==> src/rtl/tmr_pkg.sv <==
package tmr_pkg;

    localparam int ADDR_W = 4;

    // Byte address map; bit 0 set marks an upper-byte address
    typedef enum logic [ADDR_W-1:0] {
        A_CNT_LO  = 4'h0,
        A_CNT_HI  = 4'h1,
        A_CMPA_LO = 4'h2,
        A_CMPA_HI = 4'h3,
        A_CMPB_LO = 4'h4,
        A_CMPB_HI = 4'h5,
        A_CAP_LO  = 4'h6,
        A_CAP_HI  = 4'h7,
        A_MASK    = 4'h8,
        A_FLAG    = 4'h9,
        A_CTRL    = 4'hA
    } tmr_addr_e;

    // Event sources; flag/mask bit position = FLAG_LSB + source index
    localparam int N_SRC    = 4;
    localparam int FLAG_LSB = 2;
    localparam int SRC_OVF  = 0;
    localparam int SRC_CMPB = 1;
    localparam int SRC_CMPA = 2;
    localparam int SRC_CAP  = 3;

    localparam int N_CMP    = 2;
    localparam int CTRL_TOP = 0;

endpackage

==> src/rtl/tmr_counter.sv <==
module tmr_counter #(
    parameter int TW = 16
) (
    input  logic          clk_i,
    input  logic          rst_ni,
    input  logic          ld_i,
    input  logic [TW-1:0] ld_val_i,
    input  logic          top_en_i,
    input  logic [TW-1:0] top_i,
    output logic [TW-1:0] cnt_o,
    output logic          wrap_o
);

    logic [TW-1:0] cnt_d, cnt_q;
    logic          at_end;

    always_comb begin
        at_end = (cnt_q == {TW{1'b1}}) || (top_en_i && (cnt_q == top_i));
        wrap_o = at_end && !ld_i;
        if (ld_i) begin
            cnt_d = ld_val_i;
        end else if (at_end) begin
            cnt_d = '0;
        end else begin
            cnt_d = cnt_q + TW'(1);
        end
    end

    always_ff @(posedge clk_i or negedge rst_ni) begin
        if (!rst_ni) begin
            cnt_q <= '0;
        end else begin
            cnt_q <= cnt_d;
        end
    end

    assign cnt_o = cnt_q;

    // plain step when neither loaded nor wrapping
    a_r1_step: assert property (@(posedge clk_i) disable iff (!rst_ni)
        (!ld_i && !wrap_o) |=> (cnt_q == $past(cnt_q) + TW'(1)));

    // a wrap always lands on zero
    a_r7_wrap_zero: assert property (@(posedge clk_i) disable iff (!rst_ni)
        wrap_o |=> (cnt_q == '0));

    // in wrap-at-capture mode the capture value is the last count
    a_r8_top_wrap: assert property (@(posedge clk_i) disable iff (!rst_ni)
        (top_en_i && (cnt_q == top_i) && !ld_i) |=> (cnt_q == '0));

endmodule

==> src/rtl/tmr_compare.sv <==
module tmr_compare #(
    parameter int TW = 16
) (
    input  logic          clk_i,
    input  logic          rst_ni,
    input  logic          ld_i,
    input  logic [TW-1:0] ld_val_i,
    input  logic [TW-1:0] cnt_i,
    output logic [TW-1:0] cmp_o,
    output logic          match_o
);

    logic [TW-1:0] cmp_d, cmp_q;

    always_comb begin
        cmp_d   = ld_i ? ld_val_i : cmp_q;
        match_o = (cnt_i == cmp_q);
    end

    always_ff @(posedge clk_i or negedge rst_ni) begin
        if (!rst_ni) begin
            cmp_q <= '0;
        end else begin
            cmp_q <= cmp_d;
        end
    end

    assign cmp_o = cmp_q;

    // a commit lands both bytes on one edge
    a_r3_commit: assert property (@(posedge clk_i) disable iff (!rst_ni)
        ld_i |=> (cmp_q == $past(ld_val_i)));

    // without a commit the compare value does not move
    a_r2_hold: assert property (@(posedge clk_i) disable iff (!rst_ni)
        !ld_i |=> $stable(cmp_q));

endmodule

==> src/rtl/tmr_capture.sv <==
module tmr_capture #(
    parameter int TW          = 16,
    parameter int SYNC_STAGES = 2
) (
    input  logic          clk_i,
    input  logic          rst_ni,
    input  logic          pin_i,
    input  logic          acomp_i,
    input  logic          sel_i,
    input  logic [TW-1:0] cnt_i,
    output logic [TW-1:0] cap_o,
    output logic          evt_o
);

    typedef struct packed {
        logic [SYNC_STAGES-1:0] sync;
        logic                   prev;
        logic [TW-1:0]          cap;
    } cap_st_t;

    cap_st_t st_d, st_q;
    logic    src;

    always_comb begin
        src        = sel_i ? acomp_i : pin_i;
        st_d       = st_q;
        st_d.sync  = {st_q.sync[SYNC_STAGES-2:0], src};
        st_d.prev  = st_q.sync[SYNC_STAGES-1];
        evt_o      = st_q.sync[SYNC_STAGES-1] && !st_q.prev;
        if (evt_o) begin
            st_d.cap = cnt_i;
        end
    end

    always_ff @(posedge clk_i or negedge rst_ni) begin
        if (!rst_ni) begin
            st_q <= '0;
        end else begin
            st_q <= st_d;
        end
    end

    assign cap_o = st_q.cap;

    // the event samples the live counter
    a_r6_load: assert property (@(posedge clk_i) disable iff (!rst_ni)
        evt_o |=> (st_q.cap == $past(cnt_i)));

    // one event per rising edge
    a_r6_single: assert property (@(posedge clk_i) disable iff (!rst_ni)
        evt_o |=> !evt_o);

    // capture value held between events
    a_r6_hold: assert property (@(posedge clk_i) disable iff (!rst_ni)
        !evt_o |=> $stable(st_q.cap));

endmodule

==> src/rtl/tmr_irq.sv <==
module tmr_irq
    import tmr_pkg::*;
(
    input  logic             clk_i,
    input  logic             rst_ni,
    input  logic [N_SRC-1:0] set_i,
    input  logic [N_SRC-1:0] clr_i,
    input  logic [N_SRC-1:0] mask_i,
    input  logic             gie_i,
    output logic [N_SRC-1:0] flags_o,
    output logic [N_SRC-1:0] irq_o
);

    logic [N_SRC-1:0] flags_d, flags_q;

    always_comb begin
        flags_d = (flags_q & ~clr_i) | set_i;
        irq_o   = flags_q & mask_i & {N_SRC{gie_i}};
    end

    always_ff @(posedge clk_i or negedge rst_ni) begin
        if (!rst_ni) begin
            flags_q <= '0;
        end else begin
            flags_q <= flags_d;
        end
    end

    assign flags_o = flags_q;

    // a set always wins, even against a clear
    a_r10_set_wins: assert property (@(posedge clk_i) disable iff (!rst_ni)
        (set_i != '0) |=> ((flags_q & $past(set_i)) == $past(set_i)));

    // a clear without a set empties the flag
    a_r10_clear: assert property (@(posedge clk_i) disable iff (!rst_ni)
        ((clr_i & ~set_i) != '0) |=> ((flags_q & $past(clr_i & ~set_i)) == '0));

    // no request while globally disabled
    a_r9_global_gate: assert property (@(posedge clk_i) disable iff (!rst_ni)
        !gie_i |-> (irq_o == '0));

endmodule

==> src/rtl/tmr_busif.sv <==
module tmr_busif
    import tmr_pkg::*;
#(
    parameter  int BW = 8,
    localparam int TW = 2 * BW
) (
    input  logic                     clk_i,
    input  logic                     rst_ni,
    input  logic [ADDR_W-1:0]        addr_i,
    input  logic [BW-1:0]            wdata_i,
    input  logic                     wr_i,
    input  logic                     rd_i,
    input  logic [TW-1:0]            cnt_i,
    input  logic [N_CMP-1:0][TW-1:0] cmp_i,
    input  logic [TW-1:0]            cap_i,
    input  logic [N_SRC-1:0]         flags_i,
    output logic [BW-1:0]            rdata_o,
    output logic                     ld_cnt_o,
    output logic [N_CMP-1:0]         ld_cmp_o,
    output logic [TW-1:0]            ld_val_o,
    output logic [N_SRC-1:0]         clr_o,
    output logic [N_SRC-1:0]         mask_o,
    output logic                     top_en_o
);

    typedef struct packed {
        logic [BW-1:0]    temp;
        logic [N_SRC-1:0] mask;
        logic             top_en;
    } bus_st_t;

    bus_st_t   st_d, st_q;
    tmr_addr_e addr;

    assign addr = tmr_addr_e'(addr_i);

    always_comb begin
        st_d     = st_q;
        ld_cnt_o = 1'b0;
        ld_cmp_o = '0;
        clr_o    = '0;
        ld_val_o = {st_q.temp, wdata_i};
        rdata_o  = '0;

        if (wr_i) begin
            case (addr)
                A_CNT_HI, A_CMPA_HI, A_CMPB_HI, A_CAP_HI: st_d.temp = wdata_i;
                A_CNT_LO:  ld_cnt_o    = 1'b1;
                A_CMPA_LO: ld_cmp_o[0] = 1'b1;
                A_CMPB_LO: ld_cmp_o[1] = 1'b1;
                A_MASK:    st_d.mask   = wdata_i[FLAG_LSB +: N_SRC];
                A_FLAG:    clr_o       = wdata_i[FLAG_LSB +: N_SRC];
                A_CTRL:    st_d.top_en = wdata_i[CTRL_TOP];
                default: ;
            endcase
        end

        if (rd_i) begin
            case (addr)
                A_CNT_LO: begin
                    rdata_o   = cnt_i[BW-1:0];
                    st_d.temp = cnt_i[TW-1:BW];
                end
                A_CMPA_LO: begin
                    rdata_o   = cmp_i[0][BW-1:0];
                    st_d.temp = cmp_i[0][TW-1:BW];
                end
                A_CMPB_LO: begin
                    rdata_o   = cmp_i[1][BW-1:0];
                    st_d.temp = cmp_i[1][TW-1:BW];
                end
                A_CAP_LO: begin
                    rdata_o   = cap_i[BW-1:0];
                    st_d.temp = cap_i[TW-1:BW];
                end
                A_CNT_HI, A_CMPA_HI, A_CMPB_HI, A_CAP_HI: rdata_o = st_q.temp;
                A_MASK:   rdata_o[FLAG_LSB +: N_SRC] = st_q.mask;
                A_FLAG:   rdata_o[FLAG_LSB +: N_SRC] = flags_i;
                A_CTRL:   rdata_o[CTRL_TOP]          = st_q.top_en;
                default: ;
            endcase
        end
    end

    always_ff @(posedge clk_i or negedge rst_ni) begin
        if (!rst_ni) begin
            st_q <= '0;
        end else begin
            st_q <= st_d;
        end
    end

    assign mask_o   = st_q.mask;
    assign top_en_o = st_q.top_en;

    // a low-byte capture read freezes the matching upper byte
    a_r4_cap_freeze: assert property (@(posedge clk_i) disable iff (!rst_ni)
        (rd_i && (addr_i == A_CAP_LO)) |=> (st_q.temp == $past(cap_i[TW-1:BW])));

    // a low-byte counter read freezes the matching upper byte
    a_r4_cnt_freeze: assert property (@(posedge clk_i) disable iff (!rst_ni)
        (rd_i && (addr_i == A_CNT_LO)) |=> (st_q.temp == $past(cnt_i[TW-1:BW])));

    // an upper-byte write never commits
    a_r2_no_commit: assert property (@(posedge clk_i) disable iff (!rst_ni)
        (wr_i && addr_i[0]) |-> (!ld_cnt_o && (ld_cmp_o == '0)));

endmodule

==> src/rtl/bytebus_timer16.sv <==
module bytebus_timer16
    import tmr_pkg::*;
#(
    parameter  int BW          = 8,
    parameter  int SYNC_STAGES = 2,
    localparam int TW          = 2 * BW
) (
    input  logic              clk_i,
    input  logic              rst_ni,
    input  logic [ADDR_W-1:0] addr_i,
    input  logic [BW-1:0]     wdata_i,
    input  logic              wr_i,
    input  logic              rd_i,
    output logic [BW-1:0]     rdata_o,
    input  logic              cap_pin_i,
    input  logic              acomp_i,
    input  logic              cap_sel_i,
    input  logic              gie_i,
    output logic              cmpa_match_o,
    output logic              cmpb_match_o,
    output logic              irq_cap_o,
    output logic              irq_cmpa_o,
    output logic              irq_cmpb_o,
    output logic              irq_ovf_o
);

    logic [TW-1:0]            cnt;
    logic                     wrap;
    logic [N_CMP-1:0][TW-1:0] cmp_val;
    logic [N_CMP-1:0]         match;
    logic [TW-1:0]            cap;
    logic                     cap_evt;
    logic                     ld_cnt;
    logic [N_CMP-1:0]         ld_cmp;
    logic [TW-1:0]            ld_val;
    logic [N_SRC-1:0]         clr;
    logic [N_SRC-1:0]         mask;
    logic                     top_en;
    logic [N_SRC-1:0]         flags;
    logic [N_SRC-1:0]         irq;
    logic [N_SRC-1:0]         set;

    tmr_busif #(.BW(BW)) u_busif (
        .clk_i    (clk_i),
        .rst_ni   (rst_ni),
        .addr_i   (addr_i),
        .wdata_i  (wdata_i),
        .wr_i     (wr_i),
        .rd_i     (rd_i),
        .cnt_i    (cnt),
        .cmp_i    (cmp_val),
        .cap_i    (cap),
        .flags_i  (flags),
        .rdata_o  (rdata_o),
        .ld_cnt_o (ld_cnt),
        .ld_cmp_o (ld_cmp),
        .ld_val_o (ld_val),
        .clr_o    (clr),
        .mask_o   (mask),
        .top_en_o (top_en)
    );

    tmr_counter #(.TW(TW)) u_counter (
        .clk_i    (clk_i),
        .rst_ni   (rst_ni),
        .ld_i     (ld_cnt),
        .ld_val_i (ld_val),
        .top_en_i (top_en),
        .top_i    (cap),
        .cnt_o    (cnt),
        .wrap_o   (wrap)
    );

    for (genvar i = 0; i < N_CMP; i++) begin : g_cmp
        tmr_compare #(.TW(TW)) u_cmp (
            .clk_i    (clk_i),
            .rst_ni   (rst_ni),
            .ld_i     (ld_cmp[i]),
            .ld_val_i (ld_val),
            .cnt_i    (cnt),
            .cmp_o    (cmp_val[i]),
            .match_o  (match[i])
        );
    end

    tmr_capture #(.TW(TW), .SYNC_STAGES(SYNC_STAGES)) u_capture (
        .clk_i   (clk_i),
        .rst_ni  (rst_ni),
        .pin_i   (cap_pin_i),
        .acomp_i (acomp_i),
        .sel_i   (cap_sel_i),
        .cnt_i   (cnt),
        .cap_o   (cap),
        .evt_o   (cap_evt)
    );

    always_comb begin
        set           = '0;
        set[SRC_OVF]  = wrap;
        set[SRC_CMPB] = match[1];
        set[SRC_CMPA] = match[0];
        set[SRC_CAP]  = cap_evt;
    end

    tmr_irq u_irq (
        .clk_i   (clk_i),
        .rst_ni  (rst_ni),
        .set_i   (set),
        .clr_i   (clr),
        .mask_i  (mask),
        .gie_i   (gie_i),
        .flags_o (flags),
        .irq_o   (irq)
    );

    assign cmpa_match_o = match[0];
    assign cmpb_match_o = match[1];
    assign irq_cap_o    = irq[SRC_CAP];
    assign irq_cmpa_o   = irq[SRC_CMPA];
    assign irq_cmpb_o   = irq[SRC_CMPB];
    assign irq_ovf_o    = irq[SRC_OVF];

    // a match is registered as a flag one edge later
    a_r5_match_flag: assert property (@(posedge clk_i) disable iff (!rst_ni)
        cmpa_match_o |=> flags[SRC_CMPA]);

    // a wrap is registered as the overflow flag
    a_r7_wrap_flag: assert property (@(posedge clk_i) disable iff (!rst_ni)
        wrap |=> flags[SRC_OVF]);

endmodule

==> config.mk <==
export PLATFORM = sky130hd
export DESIGN_NAME = bytebus_timer16
export DESIGN_NICKNAME = d
export VERILOG_FILES = /design/src/rtl/tmr_pkg.sv /design/src/rtl/tmr_counter.sv /design/src/rtl/tmr_compare.sv /design/src/rtl/tmr_capture.sv /design/src/rtl/tmr_irq.sv /design/src/rtl/tmr_busif.sv /design/src/rtl/bytebus_timer16.sv
export SDC_FILE = /design/constraint.sdc
export NUM_CORES = 1
export LEC_CHECK = 0
export BUFFER_PORTS_ARGS = -buffer_cell sky130_fd_sc_hd__clkbuf_2
export CORE_MARGIN = 5
export CORE_UTILIZATION = 39
export CTS_CLUSTER_DIAMETER = 120
export DETAILED_ROUTE_END_ITERATION = 7
export GPL_ROUTABILITY_DRIVEN = 0
export PLACE_DENSITY = 0.67
export RECOVER_POWER = 50
export SETUP_SLACK_MARGIN = 0.5
export SLEW_MARGIN = 20
export SYNTH_ARGS = -nofsm -noshare
export SYNTH_HDL_FRONTEND = slang
export SYNTH_SLANG_ARGS = --single-unit
export TNS_END_PERCENT = 10
==> constraint.sdc <==
create_clock -name clk_i -period 3.58 [get_ports clk_i]
set_input_delay 0.895 -clock clk_i [delete_from_list [all_inputs] [get_ports clk_i]]
set_output_delay 0.895 -clock clk_i [all_outputs]
set_load 0.01 [all_outputs]
; Word level (Yosys, flattened, before mapping)
; Index checks and enable logic that the tools add are counted.
[op_classes]
n_addsub = 1
eq_ne = 14
mux = 21
n_bitwise = 5
reduce_logical = 10
[op_table]
columns = op, count
row1 = 16-bit == test, 3
row2 = 16-bit 2-to-1 mux, 2
row3 = 8-bit one-hot mux with 4 select lines, 1
row4 = 4-bit one-hot mux with 7 select lines, 1
row5 = 8-bit 2-to-1 mux, 3
row6 = "16-bit by 1-bit adder with 16-bit output, second input constant", 1
row7 = "16-bit == test, second input constant", 1
row8 = "4-bit by 3-bit == test with 1-bit output, second input constant", 4
row9 = 13-bit 2-to-1 mux, 1
row10 = 4-bit AND, 3
row11 = "4-bit == test, second input constant", 3
row12 = 4-bit 2-to-1 mux, 3
row13 = 2-bit one-hot mux with 5 select lines, 1
row14 = "4-bit by 2-bit == test with 1-bit output, second input constant", 2
row15 = 1-bit 2-to-1 mux, 6
row16 = 1-bit one-hot mux with 6 select lines, 1
row17 = 1-bit one-hot mux with 5 select lines, 1
row18 = "4-bit by 1-bit == test with 1-bit output, second input constant", 1
row19 = 4-bit zero test, 1
row20 = 4-bit inverter, 1
row21 = 4-bit bitwise OR, 1
row22 = 2-bit AND reduction, 2
row23 = 4-bit OR reduction, 1
row24 = 1-bit logical AND, 3
row25 = 3 further kinds, 4
[totals]
register_bits = 84
inputBits = 20
output_inout_bits = 14
elab_cells = 61

; Depth between registers and ports, before layout
[depth]
word_depth = 6
depth_mapped = 7
mapped_depth_nobuf = 5

; Hierarchy
; Synthesis repeated with hierarchy kept, for this count alone.
[unflattened]
cells_unflattened = 476
area_unflattened_um2 = 5283.8
[modules_own_cells]
columns = module, instances, cells_each, area_per_inst_um2, seq_area_each_um2
row1 = tmr_compare, 2, 55, 818.3, 400.4
row2 = tmr_busif, 1, 178, 1524.0, 325.3
row3 = tmr_counter, 1, 117, 1087.3, 400.4
row4 = tmr_capture, 1, 55, 865.8, 475.5
row5 = tmr_irq, 1, 16, 170.2, 100.1

; Worst setup path before layout
; Ideal clock, no wire load.
[synth_timing]
path_kind = input -> output
from = input port addr_i[0]
to = output port rdata_o[2]
t_arrival_ns = 2.250
t_required_ns = 2.685
path_slack_ns = 0.435
path_stages = 6
path_buffers = 2
path_cell_list = buf_4 > nand2b_1 > nor3_2 > clkbuf_1 > a22oi_1 > a31oi_1
[synth_between]
elab_chain_len = 4
elab_cells_between_ends = 13
classes_between = 9 x eq/ne / 2 x mux / 2 x reduce/logical
[synth_rtl]
columns = element, line
row1 = from (decl), bytebus_timer16.sv:10  ; input logic [ADDR_W-1:0] addr_i,
row2 = 4-bit by 1-bit == test with 1-bit output (tied with other cells), tmr_busif.sv:59  ; case (addr)
row3 = 4-bit OR reduction, tmr_busif.sv:59
row4 = 4-bit one-hot mux with 7 select lines *, tmr_busif.sv:59
row5 = 8-bit 2-to-1 mux *, tmr_busif.sv:58  ; if (rd_i) begin
row6 = to (decl), bytebus_timer16.sv:14  ; output logic [BW-1:0] rdata_o,
; Every way passes the cells marked *; elsewhere a longest branch is shown, timed or not.

; Worst setup path in the final report
[layout_timing]
from = input port addr_i[2]
to = output port rdata_o[6]
[layout_between]
elab_chain_len = 4
elab_cells_between_ends = 11
classes_between = 7 x eq/ne / 2 x mux / 2 x reduce/logical
[layout_rtl]
columns = element, line
row1 = 4-bit by 1-bit == test with 1-bit output (tied with other cells), tmr_busif.sv:59
row2 = 4-bit OR reduction, tmr_busif.sv:59
row3 = 2-bit one-hot mux with 5 select lines *, tmr_busif.sv:59
row4 = 8-bit 2-to-1 mux *, tmr_busif.sv:58
; Marked as above.

==> impl_metrics.json <==
{
  "grt_first_pass_wirelength_mm": 20.8,
  "worstPathArrival_ns": 2.33,
  "fmax_mhz": 310,
  "die_h_um": 119,
  "setup_viol": 0,
  "dr_wl_met3_um": 744,
  "grt_use_total_pct": 18.8,
  "crit_required_ns": 2.68,
  "fin_util_pct": 45.4,
  "fin_crit_sh_pct": 90.0,
  "num_vias": 3672,
  "relSlewSlack_pct": -41.6,
  "r2r_start": "u_counter.cnt_o[4]",
  "synthFlopType": "dfrtp_1",
  "max-vdd-ir-drop_mv": 0.292,
  "fin_setup_tns_ns": 0,
  "min_path_cells": 0,
  "hold_buffers": 0,
  "p_leak_nw": 2.22,
  "die_area_um2": 14300,
  "overflow": 0,
  "drt_first_pass_iters": 7,
  "end_kind": "primary output",
  "clk_pin_slew_ns": 0.07,
  "hold_start": "u_capture.st_d[18]",
  "dp_cells": 583,
  "insertion_delay_ns": 0.34,
  "wl_mm": 13.0,
  "met1Wirelength_mm": 5.48,
  "rsz0062_at_grt": "no",
  "antenna_found_initial": 0,
  "syn_inst": 429,
  "numPortBuffers": 33,
  "cts.sinks": 84,
  "viasPerCell": 6.06,
  "fin_cells": 606,
  "nFillCells": 1083,
  "crit_fanout": 10,
  "synth_nets": 450,
  "drive_above_1_share_pct": 28.8,
  "synth_cell_types": 41,
  "io_pins": 34,
  "rows": 40,
  "final_common_cell": "dfrtp_1",
  "synth_area_per_cell_um2": 10.9,
  "top_layer": "met4",
  "worstMarginPinSlew_ns": 2.12,
  "status": "complete, but fails checks",
  "finalMaxSlewViolations": 85,
  "violations": "capacitance limit, slew limit",
  "ys_ff_latch": 84,
  "cp-startpoint": "addr_i[2]",
  "drc": 0,
  "slowest_delay_ns": 0.41,
  "grt_pass1_vias": 3747,
  "fin_nets": 475,
  "syn_area_um2": 4680,
  "post_drt_wl_per_cell_um": 21.5,
  "grt_max_degree": 85,
  "reg2reg_depth": 6,
  "initial_core_util_pct": 39.4,
  "htree_levels": 3,
  "mostFrequentLayoutCells": "dfrtp_1, mux2_2, xnor2_1",
  "fin_skew_ns": 0.00995,
  "synth_async_sr_flop_share_pct": 100,
  "criticalPathCategory": "in2out",
  "p_per_area_nw_per_um2": 717,
  "seq_area_frac_synth_pct": 45.0,
  "synth_warnings": 0,
  "cts_tree": "yes",
  "dp_hpwl_mm": 9.15,
  "cts_buffers": 9,
  "cp-start-kind": "input port",
  "postRouteAntennaNets": 0,
  "dr.first_iter.drc_count": 342,
  "hp-class": "reg2reg",
  "cap_violations": 1,
  "cp_slowest_cell": "clkbuf_1",
  "core_um2": 11900,
  "hold_violations": 0,
  "met2WireLength_mm": 6.36,
  "cp_cell_sequence": "clkbuf_1, nand2b_4, nor3_2, buf_6, a222oi_1, a21oi_1, buf_2",
  "syn_to_final_growth_pct": 15.2,
  "clk_path_buf_depth": 2,
  "synth_edf_count": 0,
  "clockRootBuffer": "clkbuf_16",
  "insertedDiodeCount": 0,
  "layout_min_cycle_time_ns": 3.22,
  "fp.dieW_um": 119
}
[final timing paths]
check	slack (ns)	endpoint
worst max-delay path	0.36	rdata_o[6]
worst min-delay path	0.37	u_capture.st_d[16]
worst max register to register	1.09	u_counter.cnt_o[12]
worst min register to register	0.37	u_capture.st_d[16]
max in group asynchronous	1.16	u_busif.ld_val_o[10]
min in group asynchronous	1.16	u_counter.cnt_o[8]
[cell families (layout without fill, tap and decap cells)]
family                     after synthesis  after routing  synth area share (%)
DFF                                     84             84                  45.0
xor gates and xnor gates                62             62                  11.6
AOI/OAI and AO/OA                       82             82                  13.0
muxes                                   58             58                  13.9
adders and majority gates                1              1                 0.268
and+or+nand+nor                        102            102                  12.1
buffers and inverters                   40             70                  4.15
[final cells by class]
cell class	instances	area [um2]	share of cell area, %
tap	147	184	3.41
inverter	2	7.51	0.139
clock buffer	9	225	4.18
clock inverter	7	123	2.28
multi-input combinational	305	2410	44.7
sequential	84	2100	39.0
timing repair buffer	52	335	6.23
[state kept, by name (all words and copies together) (netlist names)]
name and count:
u_capture.st_q 1, u_counter.cnt_o 16, u_capture.cap_o 16, u_busif.mask_o 4
u_busif.top_en_o 1, g_cmp.u_cmp.cmp_o 32, u_irq.flags_o 4, u_capture.st_d 2
u_busif.ld_val_o 8
[worst max-delay path, delay by kind of cell]
kind / cells / cell delay (ns)
AOI/OAI and AO/OA: 2 / 0.34
buffers and inverters: 3 / 0.78
and+or+nand+nor: 2 / 0.31
[stage by stage]
step                      area, um2  setup WS [ns]  hold WS, ns  power (mW)
final                          5390          0.357        0.374        3.86
after global routing           5390          0.293        0.382        4.06
after CTS                      5340          0.509        0.374        3.88
after detailed placement       4940          0.305        0.350        2.77
after global placement         4940          0.375        0.338        2.72
after floorplan                4680          0.483        0.331        2.46
[cells in the mapped netlist, drive strengths merged (12+ instances only)]
master  count  share of area (%)
nand4      13                1.7
mux2       54                 13
and3       14                1.9
a31oi      12                1.6
o31ai      15                2.4
xor2       18                3.4
xnor2      44                8.2
a22oi      26                4.2
buf        17                2.3
clkbuf     21                1.7
dfrtp      84                 45
nand2      34                2.8
[power by group]
part           switching [mW]  internal (mW)  total, mW
Combinational           0.448          0.572       1.02
Sequential              0.508           1.25       1.76
Clock                   0.398          0.687       1.08
[routing by layer]
layer | global-route usage (%) | vias to the layer above
met2 | 30.3 | 137
met5 | 0 | -
met4 | 8.73 | 0
li1 | - | 1628
met3 | 3.35 | 29
met1 | 24.5 | 1878
[what timing repair did]
action / CTS / global route
pin swaps: 3 / 3
setup buffers: 3 / 4
endpoints found under the setup margin: 8 / 4
gates resized for setup: 10 / 8
No activity file was read; power rests on OpenSTA's default activity.
